### config.mk
export PLATFORM = sky130hd
export DESIGN_NAME = hdlc_eom_tx
export DESIGN_NICKNAME = d
export VERILOG_FILES = /design/src/rtl/hdlc_tx_pkg.sv /design/src/rtl/hdlc_tx_fifo.sv /design/src/rtl/hdlc_tx_crc.sv /design/src/rtl/hdlc_tx_engine.sv /design/src/rtl/hdlc_eom_tx.sv
export SDC_FILE = /design/constraint.sdc
export NUM_CORES = 1
export LEC_CHECK = 0
export BUFFER_PORTS_ARGS = -buffer_cell sky130_fd_sc_hd__buf_2
export CORE_MARGIN = 3
export CORE_UTILIZATION = 44
export CTS_BUF_LIST = sky130_fd_sc_hd__clkbuf_4 sky130_fd_sc_hd__clkbuf_8 sky130_fd_sc_hd__clkbuf_16
export DETAILED_ROUTE_END_ITERATION = 16
export MAX_ROUTING_LAYER = met4
export PLACE_DENSITY_LB_ADDON = 0.2
export SYNTH_ARGS = -nofsm -noshare
export SYNTH_HDL_FRONTEND = slang
export SYNTH_SLANG_ARGS = --single-unit
### constraint.sdc
create_clock -name clk -period 2.4 [get_ports clk]
set_input_delay 0.12 -clock clk [delete_from_list [all_inputs] [get_ports clk]]
set_output_delay 0.12 -clock clk [all_outputs]
set_load 0.02 [all_outputs]
### src/rtl/hdlc_tx_pkg.sv
package hdlc_tx_pkg;
  localparam int          OCTET_W   = 8;
  localparam int          CRC_W     = 16;
  localparam logic [7:0]  FLAG_OCT  = 8'h7E;
  localparam logic [7:0]  ABORT_OCT = 8'h7F;
  localparam logic [15:0] CRC_POLY  = 16'h8408;
  localparam logic [15:0] CRC_INIT  = 16'hFFFF;
  localparam int          STUFF_RUN = 5;

  typedef enum logic [1:0] {
    ST_FLAG  = 2'd0,
    ST_DATA  = 2'd1,
    ST_FCS   = 2'd2,
    ST_ABORT = 2'd3
  } tx_state_e;
endpackage

### src/rtl/hdlc_tx_fifo.sv
module hdlc_tx_fifo #(
  parameter int WIDTH = 8,
  parameter int DEPTH = 8,
  localparam int AW = (DEPTH > 1) ? $clog2(DEPTH) : 1,
  localparam int CW = AW + 1
) (
  input  logic             clk,
  input  logic             rst,
  input  logic             push,
  input  logic [WIDTH-1:0] din,
  input  logic             pop,
  output logic [WIDTH-1:0] dout,
  output logic [CW-1:0]    count,
  output logic             empty,
  output logic             full
);
  logic [WIDTH-1:0] mem [DEPTH];
  logic [AW-1:0]    wr_ptr, rd_ptr;
  logic             do_push, do_pop;

  assign empty   = (count == '0);
  assign full    = (count == CW'(DEPTH));
  assign do_push = push && !full;
  assign do_pop  = pop && !empty;
  assign dout    = mem[rd_ptr];

  always_ff @(posedge clk) begin
    if (do_push) mem[wr_ptr] <= din;
  end

  always_ff @(posedge clk) begin
    if (rst) begin
      wr_ptr <= '0;
      rd_ptr <= '0;
      count  <= '0;
    end else begin
      if (do_push) wr_ptr <= (wr_ptr == AW'(DEPTH-1)) ? '0 : wr_ptr + 1'b1;
      if (do_pop)  rd_ptr <= (rd_ptr == AW'(DEPTH-1)) ? '0 : rd_ptr + 1'b1;
      case ({do_push, do_pop})
        2'b10:   count <= count + 1'b1;
        2'b01:   count <= count - 1'b1;
        default: count <= count;
      endcase
    end
  end
endmodule

### src/rtl/hdlc_tx_crc.sv
module hdlc_tx_crc
  import hdlc_tx_pkg::*;
(
  input  logic       clk,
  input  logic       rst,
  input  logic       init,
  input  logic       step,
  input  logic       din,
  output logic [7:0] fcs_lo_next,
  output logic [7:0] fcs_hi
);
  logic [CRC_W-1:0] crc_q, crc_nx;

  always_comb begin
    crc_nx = crc_q >> 1;
    if (crc_q[0] ^ din) crc_nx = crc_nx ^ CRC_POLY;
  end

  assign fcs_lo_next = ~crc_nx[7:0];
  assign fcs_hi      = ~crc_q[15:8];

  always_ff @(posedge clk) begin
    if (rst || init) crc_q <= CRC_INIT;
    else if (step)   crc_q <= crc_nx;
  end
endmodule

### src/rtl/hdlc_tx_engine.sv
module hdlc_tx_engine
  import hdlc_tx_pkg::*;
(
  input  logic       clk,
  input  logic       rst,
  input  logic       bit_en,
  input  logic       fifo_empty,
  input  logic [7:0] fifo_dout,
  input  logic       eom_now,
  input  logic [7:0] fcs_lo_next,
  input  logic [7:0] fcs_hi,
  output logic       pop_o,
  output logic       done_o,
  output logic       udr_o,
  output logic       crc_init_o,
  output logic       crc_step_o,
  output logic       crc_bit_o,
  output logic       tx_bit_o
);
  tx_state_e  st_q;
  logic [7:0] sh_q;
  logic [2:0] bcnt_q;
  logic [2:0] ones_q;
  logic       fcs_hi_q;
  logic       stuff, counted, cur_bit, slot_last;

  assign cur_bit   = sh_q[0];
  assign stuff     = (ones_q == 3'(STUFF_RUN));
  assign counted   = (st_q == ST_DATA) || (st_q == ST_FCS);
  assign slot_last = bit_en && !stuff && (bcnt_q == 3'd7);
  assign crc_bit_o = cur_bit;

  always_comb begin
    pop_o      = 1'b0;
    done_o     = 1'b0;
    udr_o      = 1'b0;
    crc_init_o = 1'b0;
    crc_step_o = bit_en && !stuff && (st_q == ST_DATA);
    if (slot_last) begin
      case (st_q)
        ST_FLAG: if (!fifo_empty) begin
          pop_o      = 1'b1;
          crc_init_o = 1'b1;
        end
        ST_DATA: begin
          if (!fifo_empty)  pop_o = 1'b1;
          else if (!eom_now) udr_o = 1'b1;
        end
        ST_FCS:  done_o = fcs_hi_q;
        default: ;
      endcase
    end
  end

  always_ff @(posedge clk) begin
    if (rst) begin
      st_q     <= ST_FLAG;
      sh_q     <= FLAG_OCT;
      bcnt_q   <= '0;
      ones_q   <= '0;
      fcs_hi_q <= 1'b0;
      tx_bit_o <= 1'b1;
    end else if (bit_en) begin
      if (stuff) begin
        tx_bit_o <= 1'b0;
        ones_q   <= '0;
      end else begin
        tx_bit_o <= cur_bit;
        sh_q     <= sh_q >> 1;
        bcnt_q   <= bcnt_q + 1'b1;
        ones_q   <= (counted && cur_bit) ? ones_q + 1'b1 : '0;
        if (bcnt_q == 3'd7) begin
          case (st_q)
            ST_FLAG: begin
              if (!fifo_empty) begin
                st_q <= ST_DATA;
                sh_q <= fifo_dout;
              end else begin
                sh_q <= FLAG_OCT;
              end
            end
            ST_DATA: begin
              if (!fifo_empty) begin
                sh_q <= fifo_dout;
              end else if (eom_now) begin
                st_q     <= ST_FCS;
                sh_q     <= fcs_lo_next;
                fcs_hi_q <= 1'b0;
              end else begin
                st_q <= ST_ABORT;
                sh_q <= ABORT_OCT;
              end
            end
            ST_FCS: begin
              if (!fcs_hi_q) begin
                sh_q     <= fcs_hi;
                fcs_hi_q <= 1'b1;
              end else begin
                st_q <= ST_FLAG;
                sh_q <= FLAG_OCT;
              end
            end
            default: begin
              st_q <= ST_FLAG;
              sh_q <= FLAG_OCT;
            end
          endcase
        end
      end
    end
  end
endmodule

### src/rtl/hdlc_eom_tx.sv
module hdlc_eom_tx #(
  parameter int FIFO_DEPTH = 8,
  localparam int AW   = (FIFO_DEPTH > 1) ? $clog2(FIFO_DEPTH) : 1,
  localparam int CW   = AW + 1,
  localparam int HALF = FIFO_DEPTH / 2
) (
  input  logic       clk,
  input  logic       rst,
  input  logic       wr_en,
  input  logic [7:0] wr_data,
  input  logic       eom_set,
  input  logic       half_irq_mode,
  input  logic       irq_active_low,
  input  logic       bit_en,
  output logic       tx_bit,
  output logic       eom_flag,
  output logic       irq_pin
);
  logic [7:0]    fifo_dout;
  logic [CW-1:0] fifo_count;
  logic          fifo_empty, fifo_full;
  logic          pop, done_ev, udr_ev, half_ev;
  logic          crc_init, crc_step, crc_bit;
  logic [7:0]    fcs_lo_next, fcs_hi;
  logic          eom_q, eom_now, irq_ev;

  hdlc_tx_fifo #(.WIDTH(8), .DEPTH(FIFO_DEPTH)) u_fifo (
    .clk(clk), .rst(rst), .push(wr_en), .din(wr_data), .pop(pop),
    .dout(fifo_dout), .count(fifo_count), .empty(fifo_empty), .full(fifo_full)
  );

  hdlc_tx_crc u_crc (
    .clk(clk), .rst(rst), .init(crc_init), .step(crc_step), .din(crc_bit),
    .fcs_lo_next(fcs_lo_next), .fcs_hi(fcs_hi)
  );

  hdlc_tx_engine u_eng (
    .clk(clk), .rst(rst), .bit_en(bit_en), .fifo_empty(fifo_empty),
    .fifo_dout(fifo_dout), .eom_now(eom_now), .fcs_lo_next(fcs_lo_next),
    .fcs_hi(fcs_hi), .pop_o(pop), .done_o(done_ev), .udr_o(udr_ev),
    .crc_init_o(crc_init), .crc_step_o(crc_step), .crc_bit_o(crc_bit),
    .tx_bit_o(tx_bit)
  );

  // A pulse arriving in the deciding slot already counts.
  assign eom_now  = eom_q || eom_set;
  assign eom_flag = eom_q;

  // Drain to half: a removal with no accepted write in the same cycle.
  assign half_ev = pop && !(wr_en && !fifo_full) && (fifo_count == CW'(HALF + 1));
  assign irq_ev  = done_ev || (half_irq_mode ? half_ev : udr_ev);

  always_ff @(posedge clk) begin
    if (rst) begin
      eom_q   <= 1'b0;
      irq_pin <= irq_active_low;
    end else begin
      if (done_ev)      eom_q <= 1'b0;
      else if (eom_set) eom_q <= 1'b1;
      irq_pin <= irq_ev ^ irq_active_low;
    end
  end
endmodule

==> impl_metrics.yaml <==
layout:
  drive_gt1_share_pct: 24.7
  nets: 476
  antenna_cells: 0
  utilization_pct: 55.3
  multi_input_area_um2: 2030
  finalInstanceArea_um2: 6080
  fill_cells: 918
  syn2layout_area_growth_pct: 21.5
  regArea_um2: 2900
critical_path:
  crit_chain: "buf_4 -> o41ai_4 -> ha_4 -> xor2_2 -> ha_2 -> a21oi_2 -> xor2_1 -> or3_1 -> a21oi_1"
  critical_path.max_stage_delay_ns: 0.51
  cp-end-kind: "register"
  r2r_cells: 9
  crit_arrival_ns: 2.66
  cp-start-kind: "register"
  path_buf_inv: 1
  critPathSlowestCell: "o41ai_4"
  critPathCapture: "u_fifo.count[2]"
  r2r_start: "u_fifo.count[1]"
  crit_family: "compound AO/OA/AOI/OAI gates"
  critical_path_class: "reg -> reg"
  critPathMaxFanout: 9
  crit_required_ns: 2.73
  rr_endpoint: "u_fifo.count[2]"
  crit_cells: 9
  r2r_slack_ns: 0.06
  crit_start: "u_fifo.count[1]"
detailed_routing:
  postRouteAntennaNets: 0
  wire_per_inst_um: 17.2
  wirelength_um: 10300
  first_iter_violations: 260
  vias: 3302
  routed_via_density: 5.52
  drc: 0
  drt_first_pass_iters: 4
sta:
  maxSlewHeadroom_pct: 40.9
  max_freq_ghz: 0.428
  whs_ns: 0.0688
  post-route-period-util_pct: 97.5
  tns_ns: 0
  skew_ns: 0.00847
  drv_slew: 0
  tightest_slew_ns: 0.883
  finalHoldViolCount: 0
  setup_viol: 0
  period_needed_ns: 2.34
clocking:
  root_buffer: "clkbuf_16"
  cts_buffer_depth: 2
  clk_latency_ns: 0.41
  htreeDepth: 4
  clock-sinks: 113
  cts_tree: "built"
  numCtsBuffers: 17
  clk_pin_slew_ns: 0.06
power:
  ir_drop_v: 0.000702
  p_leak_nw: 2.26
  fin_total_pwr_mw: 4.84
  powerDensity_nw_per_um2: 796
worst_hold_path:
  holdPathStages: 3
  hp-class: "in -> reg"
placement:
  routabilityCongestion: 0.759
  hpwl_um: 6660
  place_area_um2: 5360
  portBuffers: 17
floorplan:
  die_height_um: 113
  dieWidth_um: 113
  ios: 18
  core-area_um2: 11000
  die-area_um2: 12700
  initial_utilization_pct: 45.5
  row_count: 38
yosys:
  syn_inst: 400
  synth_area_per_cell_um2: 12.5
  synth-seq-cells: 113
  yosys_warnings: 0
  async_reset_ff_share_pct: 0
  synth_seq_area_share_pct: 58.1
  synth_edf_count: 64
  syn_nets: 431
  yosysUniqueCellTypes: 56
  synth_flop_cell: "edfxtp_1"
  synth.cell_area_um2: 5000
grt:
  grt_pass1_vias: 3392
  grtUsageTotal_pct: 17.8
  antenna_found_initial: 0
  grt_pass1_wl_um: 17000
  grt_max_degree: 35
  overflow: 0
outcome:
  status: "complete, no violations"
job:
  maxCapViolCount: 0
## per-stage QoR
stage / worst slack [ns] / cells
floorplan: -0.0142 / 400
global placement: 0.0637 / 556
detailed placement: -0.0540 / 556
CTS: 0.00381 / 597
global route: -0.0432 / 598
finish: 0.0612 / 598
## synthesized netlist by cell type (all sizes together) (7+ instances only)
library cell / n / area share [%]
edfxtp: 64 / 38
dfxtp: 49 / 20
nand2: 44 / 3.3
a21oi: 20 / 2.0
nor2: 20 / 1.6
nand3: 19 / 1.9
ha: 16 / 4.0
mux4: 16 / 7.2
o21ai: 16 / 1.6
clkbuf: 14 / 1.1
nand2b: 12 / 1.5
mux2i: 11 / 2.2
buf: 9 / 1.1
inv: 9 / 0.68
a21o: 7 / 1.1
nor3: 7 / 0.70
## registers in the layout (all words and copies together), names as in the netlist, named ones only
signal          cells
eom_flag            1
u_eng.bcnt_q        3
u_fifo.rd_ptr       3
u_eng.fcs_hi_q      1
u_eng.tx_bit_o      1
u_eng.sh_q          8
u_eng.ones_q        3
u_fifo.count        4
u_eng.st_q          2
u_fifo.wr_ptr       3
u_crc.crc_q        16
u_fifo.mem         64
irq_pin             1
## how the worst min path moves through the flow
stage | from | slack, ns | endpoint
2_1_floorplan | irq_active_low | 0.22 | irq_pin
3_3_place_gp | irq_active_low | 0.33 | irq_pin
3_5_place_dp | irq_active_low | 0.34 | irq_pin
4_1_cts | bit_en | 0.06 | u_eng.tx_bit_o
5_1_grt | bit_en | 0.1 | u_eng.ones_q[0]
6_report | bit_en | 0.07 | u_eng.tx_bit_o
## layer usage
layer,wire (µm),track usage [%],vias up
met2,5260,29.7,73
met3,426,5.07,21
met4,168,6.81,0
li1,-,-,1598
met5,0,-,-
met1,4440,20.4,1610
## worst min-delay path, cell delays in order
cell,delay (ns)
buf_2,0.14
inv_1,0.06
a221o_1,0.13
## cells by family after synthesis
kind of cell | Yosys count | synth area share, %
AO/OA/AOI/OAI | 76 | 10.8
multiplexers | 33 | 10.8
flip-flops | 113 | 58.1
AND/OR/NAND/NOR | 122 | 11.8
adder cells (fa/ha/maj) | 16 | 4.00
XOR/XNOR | 8 | 1.68
buffers and inverters | 32 | 2.85
## power breakdown
part / leakage [nW] / total (mW) / internal (mW) / switching [mW]
sequential: 0.980 / 2.11 / 2.09 / 0.0219
clock: 0.271 / 2.46 / 1.55 / 0.908
combinational: 1.01 / 0.271 / 0.115 / 0.156
## cells in the final DEF, fill, tap and decap left out, types with 3 or more instances in the layout
| master | count |
|---|---|
| clkinvlp_4 | 5 |
| nor2_1 | 18 |
| or3_1 | 3 |
| nand2_1 | 44 |
| dlygate4sd3_1 | 9 |
| buf_2 | 17 |
| mux4_2 | 16 |
| clkbuf_16 | 17 |
| a311oi_1 | 6 |
| buf_4 | 23 |
| dfxtp_1 | 49 |
| inv_6 | 5 |
| nand3_1 | 19 |
| xor2_1 | 4 |
| a21oi_1 | 19 |
| mux2_2 | 5 |
| and2_1 | 3 |
| nand3b_1 | 3 |
| o211ai_1 | 4 |
| nand2b_1 | 12 |
| inv_1 | 8 |
| a21o_1 | 7 |
| o21ai_0 | 16 |
| ha_1 | 13 |
| mux2i_1 | 11 |
| nor3_1 | 7 |
| edfxtp_1 | 64 |
## area by class of cell
type                    instances  share of cell area, %
inverters                       9                  0.556
clock inverters                14                   2.53
clock buffers                  18                   7.12
multi-input cells             255                   33.4
repair buffers                 49                   5.72
flip-flops and latches        113                   47.8
well taps                     140                   2.88
## timing repair
item,CTS,global route
hold buffers,9,0
buffers inserted,0,1
endpoints found under the setup margin,1,2
pin swaps,0,5
hold endpoints to repair,59,0
gates resized for setup,1,7
No activity file was read; power rests on OpenSTA's default activity.
